[config.mk]
export PLATFORM = sky130hd
export DESIGN_NAME = alu_core
export DESIGN_NICKNAME = d
export VERILOG_FILES = /design/src/rtl/alu_pkg.sv /design/src/rtl/alu_ctrl.sv /design/src/rtl/alu_datapath.sv /design/src/rtl/alu_core.sv
export SDC_FILE = /design/constraint.sdc
export NUM_CORES = 1
export LEC_CHECK = 0
export BUFFER_PORTS_ARGS = -buffer_cell sky130_fd_sc_hd__buf_2
export CAP_MARGIN = 25
export CORE_MARGIN = 2
export CORE_UTILIZATION = 50
export CTS_BUF_LIST = sky130_fd_sc_hd__clkbuf_2 sky130_fd_sc_hd__clkbuf_4 sky130_fd_sc_hd__clkbuf_8
export CTS_CLUSTER_SIZE = 12
export DETAILED_ROUTE_END_ITERATION = 16
export GPL_TIMING_DRIVEN = 0
export PLACE_DENSITY = 0.75
export SYNTH_ARGS = -nofsm -noshare
export SYNTH_HDL_FRONTEND = slang
export SYNTH_HIERARCHICAL = 1
export SYNTH_SLANG_ARGS = --single-unit
[constraint.sdc]
create_clock -name clk -period 5.85 [get_ports clk]
set_input_delay 0.8775 -clock clk [delete_from_list [all_inputs] [get_ports clk]]
set_output_delay 0.8775 -clock clk [all_outputs]
set_load 0.01 [all_outputs]
[src/rtl/alu_pkg.sv]
package alu_pkg;

  typedef enum logic [2:0] {
    OP_NOP = 3'd0,
    OP_ADD = 3'd1,
    OP_SUB = 3'd2,
    OP_CMP = 3'd3,
    OP_INC = 3'd4,
    OP_DEC = 3'd5,
    OP_XOR = 3'd6,
    OP_CPL = 3'd7
  } aluOp_e;

  typedef enum logic [1:0] {
    K_ADD = 2'd0,
    K_SUB = 2'd1,
    K_XOR = 2'd2,
    K_NOT = 2'd3
  } aluKind_e;

  // strobes from control to datapath
  typedef struct packed {
    logic     writeRes;  // result goes back to a register
    logic     loadMain;  // update S, Z, AC, P
    logic     loadCy;    // update carry
    logic     useOne;    // second operand forced to one
    aluKind_e kind;      // function unit select
  } aluStrobe_t;

  localparam int FLAG_W = 5;
  localparam int F_S  = 4;
  localparam int F_Z  = 3;
  localparam int F_AC = 2;
  localparam int F_P  = 1;
  localparam int F_CY = 0;

endpackage

[src/rtl/alu_ctrl.sv]
module alu_ctrl
  import alu_pkg::*;
(
  input  logic [2:0]  opSel,
  output aluStrobe_t  strobe
);

  aluOp_e op;
  assign op = aluOp_e'(opSel);

  always_comb begin
    strobe = '{writeRes: 1'b0, loadMain: 1'b0, loadCy: 1'b0,
               useOne: 1'b0, kind: K_ADD};
    unique case (op)
      OP_NOP: ;
      OP_ADD: begin
        strobe.writeRes = 1'b1;
        strobe.loadMain = 1'b1;
        strobe.loadCy   = 1'b1;
      end
      OP_SUB: begin
        strobe.writeRes = 1'b1;
        strobe.loadMain = 1'b1;
        strobe.loadCy   = 1'b1;
        strobe.kind     = K_SUB;
      end
      OP_CMP: begin
        strobe.loadMain = 1'b1;
        strobe.loadCy   = 1'b1;
        strobe.kind     = K_SUB;
      end
      OP_INC: begin
        strobe.writeRes = 1'b1;
        strobe.loadMain = 1'b1;
        strobe.useOne   = 1'b1;
      end
      OP_DEC: begin
        strobe.writeRes = 1'b1;
        strobe.loadMain = 1'b1;
        strobe.useOne   = 1'b1;
        strobe.kind     = K_SUB;
      end
      OP_XOR: begin
        strobe.writeRes = 1'b1;
        strobe.loadMain = 1'b1;
        strobe.loadCy   = 1'b1;
        strobe.kind     = K_XOR;
      end
      OP_CPL: begin
        strobe.writeRes = 1'b1;
        strobe.kind     = K_NOT;
      end
      default: ;
    endcase
  end

endmodule

[src/rtl/alu_datapath.sv]
module alu_datapath
  import alu_pkg::*;
#(
  parameter int DW = 8
) (
  input  logic              clk,
  input  logic              rstN,
  input  aluStrobe_t        strobe,
  input  logic [DW-1:0]     opA,
  input  logic [DW-1:0]     opB,
  input  logic [2:0]        condSel,
  output logic [DW-1:0]     result,
  output logic              resultWe,
  output logic [FLAG_W-1:0] flagsNext,
  output logic [FLAG_W-1:0] flagsQ,
  output logic              condTrue
);

  localparam int HALF = DW / 2;

  logic [DW-1:0] bOp;
  logic [DW:0]   wideVal;
  logic [HALF:0] lowVal;
  logic [DW-1:0] resVal;
  logic          cyVal;
  logic          acVal;

  assign bOp = strobe.useOne ? DW'(1) : opB;

  // single adder shared by add, subtract, compare, increment, decrement
  always_comb begin
    wideVal = '0;
    lowVal  = '0;
    resVal  = '0;
    cyVal   = 1'b0;
    acVal   = 1'b0;
    unique case (strobe.kind)
      K_ADD: begin
        wideVal = {1'b0, opA} + {1'b0, bOp};
        lowVal  = {1'b0, opA[HALF-1:0]} + {1'b0, bOp[HALF-1:0]};
        resVal  = wideVal[DW-1:0];
        cyVal   = wideVal[DW];
        acVal   = lowVal[HALF];
      end
      K_SUB: begin
        wideVal = {1'b0, opA} - {1'b0, bOp};
        lowVal  = {1'b0, opA[HALF-1:0]} - {1'b0, bOp[HALF-1:0]};
        resVal  = wideVal[DW-1:0];
        cyVal   = wideVal[DW];    // borrow
        acVal   = lowVal[HALF];   // nibble borrow
      end
      K_XOR: resVal = opA ^ opB;
      K_NOT: resVal = ~opA;
      default: ;
    endcase
  end

  always_comb begin
    flagsNext = flagsQ;
    if (strobe.loadMain) begin
      flagsNext[F_S]  = resVal[DW-1];
      flagsNext[F_Z]  = (resVal == '0);
      flagsNext[F_P]  = ~^resVal;
      flagsNext[F_AC] = acVal;
    end
    if (strobe.loadCy) flagsNext[F_CY] = cyVal;
  end

  always_ff @(posedge clk or negedge rstN) begin
    if (!rstN) flagsQ <= '0;
    else       flagsQ <= flagsNext;
  end

  assign result   = resVal;
  assign resultWe = strobe.writeRes;

  // condition: sel[2:1] picks the flag, sel[0] the polarity wanted
  logic pickFlag;
  always_comb begin
    unique case (condSel[2:1])
      2'd0: pickFlag = flagsQ[F_Z];
      2'd1: pickFlag = flagsQ[F_S];
      2'd2: pickFlag = flagsQ[F_P];
      default: pickFlag = flagsQ[F_CY];
    endcase
  end

  assign condTrue = condSel[0] ? pickFlag : ~pickFlag;

endmodule

[src/rtl/alu_core.sv]
module alu_core
  import alu_pkg::*;
#(
  parameter int DW = 8
) (
  input  logic              clk,
  input  logic              rstN,
  input  logic [2:0]        opSel,
  input  logic [DW-1:0]     opA,
  input  logic [DW-1:0]     opB,
  input  logic [2:0]        condSel,
  output logic [DW-1:0]     result,
  output logic              resultWe,
  output logic [FLAG_W-1:0] flagsNext,
  output logic [FLAG_W-1:0] flagsQ,
  output logic              condTrue
);

  aluStrobe_t strobe;

  alu_ctrl u_ctrl (
    .opSel  (opSel),
    .strobe (strobe)
  );

  alu_datapath #(.DW(DW)) u_dp (
    .clk       (clk),
    .rstN      (rstN),
    .strobe    (strobe),
    .opA       (opA),
    .opB       (opB),
    .condSel   (condSel),
    .result    (result),
    .resultWe  (resultWe),
    .flagsNext (flagsNext),
    .flagsQ    (flagsQ),
    .condTrue  (condTrue)
  );

endmodule

==> metrics.md, run 1 <==
| Metric | Value |
|---|---|
| Status | `finished clean` |
| Cells along the critical path | `buf_2 -> nor2b_1 -> nand2b_1 -> ha_1 -> nor2b_1 -> o31a_1 -> o211a_1 -> or4_1 -> nand3_1 -> ha_1 -> xnor2_1 -> xnor2_1 -> mux2_2 -> buf_2` |
| Worst hold slack | `between 0.4 and 0.5 ns` |
| Number of I/O pins | `44` |
| Via density per instance | `5.53` |
| Place WS | `between 0.6 and 0.7 ns` |
| Worst skew pair latency | `between 0.2 and 0.25 ns` |
| Die width | `62.5 µm` |
| Met1 wire length | `roughly 2 mm` |
| First DRT Iteration DRCs | `between 60 and 70` |
| Relative slew margins | `0.556` |
| Chip height | `approximately 62 µm` |
| Worst Max-Slew Pin Slew | `about 0.66 ns` |
| PwrDens | `approximately 180 mW/mm²` |
| Final Skew | `0 ns` |
| Setup TNS | `0 ns` |
| Static leakage | `between 1 and 1.5 nW` |
| Die area | `between 0.003 and 0.004 mm²` |
| Initial Util | `0.516` |
| Hold_buf cts | `0` |
| Setup crit start kind | `input pin` |
| Met3 routed WL | `269 µm` |
| Worst Slack Setup Final | `just over 0.6 ns` |
| CTS Buf Count | `3` |
| Most frequent cells in the layout | `buf_2 (49), ha_1 (26), inv_1 (21)` |
| Fin util | `0.608` |
| Period minus WS final | `~5.2 ns` |
| Global-route wire length before repair | `slightly above 7 mm` |
| Routed wire length | `~4.1 mm` |
| N_diodes | `0` |
| Syn_nets | `between 200 and 300` |
| Layout cells sized above 1 | `0.249` |
| Vias | `roughly 1.7k` |
| Fin cells | `315` |
| Synth Flop Type | `dfrtp_1` |
| Post-Place Cell Area | `0.00198 mm²` |
| Max reg flops | `5` |
| Worst path buffer plus inverter count | `2` |
| Largest fanout on the critical path | `8` |
| Max-Cap Viols | `0` |
| GR Overflow Total | `0` |
| Clock Tree Buf Depth | `2` |
| Internal reg-to-reg setup slack | `4.88 ns` |
| CTS Sinks | `5` |
| Worst vdd ir | `0.0000747 V` |
| CP peak stage delay | `~0.56 ns` |
| Class of the worst hold path | `in -> async` |
| Critical Path RT | `approximately 5 ns` |
| Routability cong. | `a little under 0.9` |
| Max Transition Viols Final | `0` |
| Synth Instances | `~220` |
| DR pass1 iterations | `4` |
| Post-Syn Area per Cell | `between 7 and 8 µm²` |
| FF+latch count, synth | `5` |
| Area delta synth->final | `17.7%` |
| Vias in the first global route | `between 1.5k and 2k` |
| RSZ-0062 raised after global routing | `false` |
| Number of gates resized after CTS | `0` |
| Post-DR wirelength/cell | `~13 µm` |
| Cell area after layout | `0.00201 mm²` |
| Rows | `21` |
| Synth warn | `6` |
| Fin crit share | `0.894` |
| Finish-stage setup viols | `0` |
| Final Hold Violating Endpoints | `0` |
| Crit path DAT | `between 4 and 5 ns` |
| Post-synthesis sequential area ratio | `0.0732` |
| Post-CTS Setup Bufs | `0` |
| Htree depth | `1` |
| Placed Cells | `a little over 300` |
| DP HPWL | `about 3.4 mm` |
| Tot Pwr | `approximately 370 µW` |
| DRC viols | `0` |
| Final antenna-violating net count | `0` |
| CP top delay family | `simple AND/OR/NAND/NOR gates` |
| EDFF count, synth | `0` |
| Fillcell total | `343` |
| Critical path's slowest cell | `nor2b_1` |
| CTS Root Cell | `clkbuf_4` |
| Register with the most flip-flops | `u_dp/flagsQ` |
| Met2 wire len | `between 1.5 and 2 mm` |
| Fmax | `about 190 MHz` |
| Initial antenna violation count | `0` |
| Top Layer Used | `met4` |
| Mapped Area | `approximately 0.0017 mm²` |
| CTS tree | `yes` |
| Largest net degree at the start of global routing | `11` |
| Final nets | `between 300 and 400` |
| Distinct cell type count after synthesis | `58` |
| Critical path endpoint category | `primary output` |
| GRT Util Overall | `0.214` |
| CTS clk-pin slew, worst paths | `roughly 0.040 ns` |
| Critical path class | `in -> out` |
| Leading cell type in the layout, fill and taps excluded | `buf_2` |
| Port buffer count | `43` |
| Ys async rst share | `1.00` |
| Biggest registers after layout | `u_dp/flagsQ x5` |
| Core area | `roughly 0.0033 mm²` |
[cells by family after synthesis]
group	share of synthesized area
adders and majority gates	0.214
buffers and inverters	0.0813
muxes	0.0820
and+or+nand+nor	0.259
DFF	0.0732
AOI/OAI and AO/OA	0.224
xor gates and xnor gates	0.0666
[synthesized netlist by cell type, types with 3 or more instances]
master,n,area share
ha_1,26,0.19
inv_1,21,0.046
nor2_1,19,0.042
nand2b_1,12,0.044
nand2_1,11,0.024
a21oi_1,9,0.026
xnor2_1,9,0.046
mux2i_1,8,0.047
nor2b_1,8,0.029
o21ai_0,8,0.023
nand3_1,7,0.020
buf_2,6,0.018
and3_1,5,0.018
dfrtp_1,5,0.073
o21a_1,5,0.022
nor3_1,4,0.012
xor2_1,4,0.020
a21o_1,3,0.013
o211ai_1,3,0.013
[layout make-up]
class	instances	area (µm²)	area share
tap	46	57.6	0.0286
multi-input combinational	186	1450	0.718
buffer	10	60.1	0.0299
sequential	5	125	0.0622
inverter	21	78.8	0.0392
timing repair buffer	43	215	0.107
clock buffer	4	30.0	0.0149
[per-layer routing]
metal	vias up	track usage
met5	-	0
met4	0	0.0306
met3	2	0.0252
met2	56	0.352
met1	790	0.305
li1	893	-
[report_power, final]
part | switching (mW) | total, mW | leakage [nW] | internal (mW)
sequential | 0.00569 | 0.0495 | 0.0632 | 0.0438
clock | 0.0124 | 0.0427 | 0.0184 | 0.0303
combinational | 0.147 | 0.278 | 0.960 | 0.131
total | 0.165 | 0.370 | 1.04 | 0.205
[path summary, 6_finish.rpt]
check / startpoint / endpoint / cells past startpoint
worst max register to register: u_dp/flagsQ[0] / u_dp/flagsQ[0] / 2
worst max-delay path: opSel[2] / flagsNext[1] / 14
max in group asynchronous: rstN / u_dp/flagsQ[2] / 1
worst min register to register: u_dp/flagsQ[2] / u_dp/flagsQ[2] / 2
worst min-delay path: rstN / u_dp/flagsQ[4] / 1
min in group clk: u_dp/flagsQ[2] / u_dp/flagsQ[2] / 2
Power figures use the tool's default switching activity.
==> run 2: changes to the inputs <==
SYNTH_HIERARCHICAL = default   (was 1)
==> run 2 against run 1 <==
Routed wire length increased by 11%. Non-clock buffer count decreased by 1. First-iteration DRC count increased by 52%. Total power increased by 0.83%. Setup slack improved by 0.16 ns. Combinational power about the same.
==> metrics.md, run 2 <==
| Metric | Value |
|---|---|
| Status | `finished clean` |
| Area delta synth->final | `17.7%` |
| Vias in the first global route | `between 1.5k and 2k` |
| Post-Place Cell Area | `between 0.0015 and 0.002 mm²` |
| FF+latch count, synth | `5` |
| Post-Syn Area per Cell | `approximately 7.6 µm²` |
| DRC viols | `0` |
| PwrDens | `186 mW/mm²` |
| Critical path class | `in -> out` |
| Final nets | `between 300 and 400` |
| Final Skew | `0 ns` |
| Syn_nets | `~280` |
| Ys async rst share | `1.00` |
| Synth Instances | `between 200 and 250` |
| GRT Util Overall | `0.233` |
| Distinct cell type count after synthesis | `58` |
| EDFF count, synth | `0` |
| Largest fanout on the critical path | `10` |
| Worst skew pair latency | `~0.25 ns` |
| Setup TNS | `0 ns` |
| Static leakage | `around 1.0 nW` |
| Crit path launch | `opSel[1]` |
| Finish-stage setup viols | `0` |
| Met1 wire length | `between 2 and 2.5 mm` |
| GR Overflow Total | `0` |
| DR pass1 iterations | `4` |
| Yosys top cell area share | `0.191` |
| Leading cell type in the layout, fill and taps excluded | `buf_2` |
| Post-DR wirelength/cell | `~14 µm` |
| Max reg flops | `5` |
| Largest net degree at the start of global routing | `11` |
| DP HPWL | `between 3 and 4 mm` |
| Worst vdd ir | `0.0000725 V` |
| Critical path endpoint category | `primary output` |
| Synth warn | `0` |
| First DRT Iteration DRCs | `roughly 110` |
| Final Hold Violating Endpoints | `0` |
| N_diodes | `0` |
| Synth top cells by count | `ha_1 (26), inv_1 (24), nand2_1 (20)` |
| CTS Root Cell | `clkbuf_4` |
| Routability cong. | `between 0.8 and 0.9` |
| Chip height | `about 62 µm` |
| Max-Cap Viols | `0` |
| Number of I/O pins | `between 40 and 50` |
| Post-CTS Setup Bufs | `0` |
| Fin cells | `approximately 320` |
| Htree depth | `1` |
| R2R Path End | `u_dp.flagsQ[2]` |
| CTS tree | `yes` |
| FF-to-FF path depth | `3` |
| Biggest registers after layout | `u_dp.flagsQ x5` |
| Worst Max-Slew Pin Slew | `about 0.5 ns` |
| Period minus WS final | `5.08 ns` |
| Placed Cells | `315` |
| Initial Util | `0.515` |
| Yosys top cell by area | `ha_1` |
| CTS Buf Count | `3` |
| Rows | `21` |
| Vias | `1822` |
| Number of gates resized after CTS | `0` |
| Cell area after layout | `between 0.002 and 0.0025 mm²` |
| Fmax | `between 150 and 200 MHz` |
| Max Transition Viols Final | `0` |
| RR Startpoint | `u_dp.flagsQ[2]` |
| Most common cell in the netlist | `ha_1` |
| Met3 routed WL | `roughly 250 µm` |
| Mapped Area | `about 0.0017 mm²` |
| Die area | `roughly 0.004 mm²` |
| Layout cells sized above 1 | `0.249` |
| Initial antenna violation count | `0` |
| Ranking of synthesized cells by area | `ha_1 (19%), dfrtp_1 (7.3%), a21oi_1 (5.3%)` |
| Port buffer count | `43` |
| Most frequent cells in the layout | `buf_2 (45), ha_1 (26), inv_1 (24)` |
| Critical Path RT | `approximately 5.0 ns` |
| Register with the most flip-flops | `u_dp.flagsQ` |
| Post-synthesis sequential area ratio | `0.0733` |
| Die width | `62.4 µm` |
| Relative slew margins | `0.669` |
| RSZ-0062 raised after global routing | `false` |
| Top Layer Used | `met4` |
| Internal reg-to-reg setup slack | `about 4.9 ns` |
| Routed wire length | `about 4.5 mm` |
| Crit path DAT | `4.20 ns` |
| Core area | `about 0.0033 mm²` |
| Via density per instance | `roughly 5.7` |
| Hold_buf cts | `0` |
| Met2 wire len | `2.14 mm` |
| Setup crit start kind | `input pin` |
| Final antenna-violating net count | `0` |
| Fin crit share | `0.868` |
| Global-route wire length before repair | `~7.5 mm` |
| Synth Flop Type | `dfrtp_1` |
| CTS clk-pin slew, worst paths | `0.05 ns` |
| CTS Sinks | `5` |
| Class of the worst hold path | `in -> async` |
| Clock Tree Buf Depth | `2` |
run 2: changes by cell type in the layout (fill, tap and decap cells not counted), moves of 5 or more:
| cell | change |
|---|---|
| a21oi_1 | +9 |
| nand3_1 | -5 |
| mux2i_1 | -5 |
| o21ai_0 | +5 |
| nand2b_1 | -8 |
| nor2b_1 | -6 |
| nand2_1 | +9 |
run 2: metal layers:
layer / up-vias / global-route usage
li1: 904 / -
met1: 841 / 0.292
met2: 69 / 0.410
met3: 8 / 0.0288
met4: 0 / 0.0806
met5: - / 0
run 2: cell families after synthesis:
family | Yosys count | share of synthesized area
buffers and inverters | 33 | 0.0960
AOI/OAI and AO/OA | 72 | 0.292
adders and majority gates | 28 | 0.214
DFF | 5 | 0.0733
xor gates and xnor gates | 16 | 0.0821
muxes | 8 | 0.0572
and+or+nand+nor | 64 | 0.185
run 2: worst max path at each step:
stage,cells past startpoint,slack [ns],endpoint
3_3_place_gp,18,0.85,flagsNext[1]
3_5_place_dp,18,0.82,flagsNext[1]
5_1_grt,18,0.59,flagsNext[1]
2_1_floorplan,16,1.44,flagsNext[1]
4_1_cts,18,0.82,flagsNext[1]
6_report,17,0.77,flagsNext[1]
run 2: report_power, final:
group,internal [mW],switching [mW]
Clock,0.0305,0.0162
Sequential,0.0432,0.00682
Combinational,0.125,0.151
run 2: layout make-up:
| cell class | instances | area (µm²) |
|---|---|---|
| fillers | 340 | 1300 |
| well taps | 46 | 57.6 |
| inverters | 24 | 90.1 |
| multi-input cells | 188 | 1420 |
| clock buffers | 4 | 30.0 |
| repair buffers | 43 | 215 |
| plain buffers | 9 | 73.8 |
| flip-flops and latches | 5 | 125 |
run 2: metrics by stage:
stage	utilization	total power, mW	hold WS, ns	setup slack [ns]
floorplan	-	0.241	0.582	1.44
global placement	0.598	0.318	0.544	0.853
detailed placement	0.598	0.323	0.550	0.822
CTS	0.607	0.372	0.432	0.819
global route	0.607	0.404	0.439	0.585
finish	0.607	0.373	0.437	0.774
run 2: critical path: stages:
cell and delay, ns:
buf_2 0.16, nand2b_1 0.12, buf_4 0.19, nand2b_1 0.16, ha_1 0.27, fa_1 0.36
inv_1 0.11, a21oi_1 0.07, o21bai_1 0.29, a311oi_2 0.18, xnor2_1 0.18, a211oi_1 0.26
ha_1 0.28, xnor2_1 0.14, xnor2_1 0.13, mux2_2 0.27, buf_2 0.14
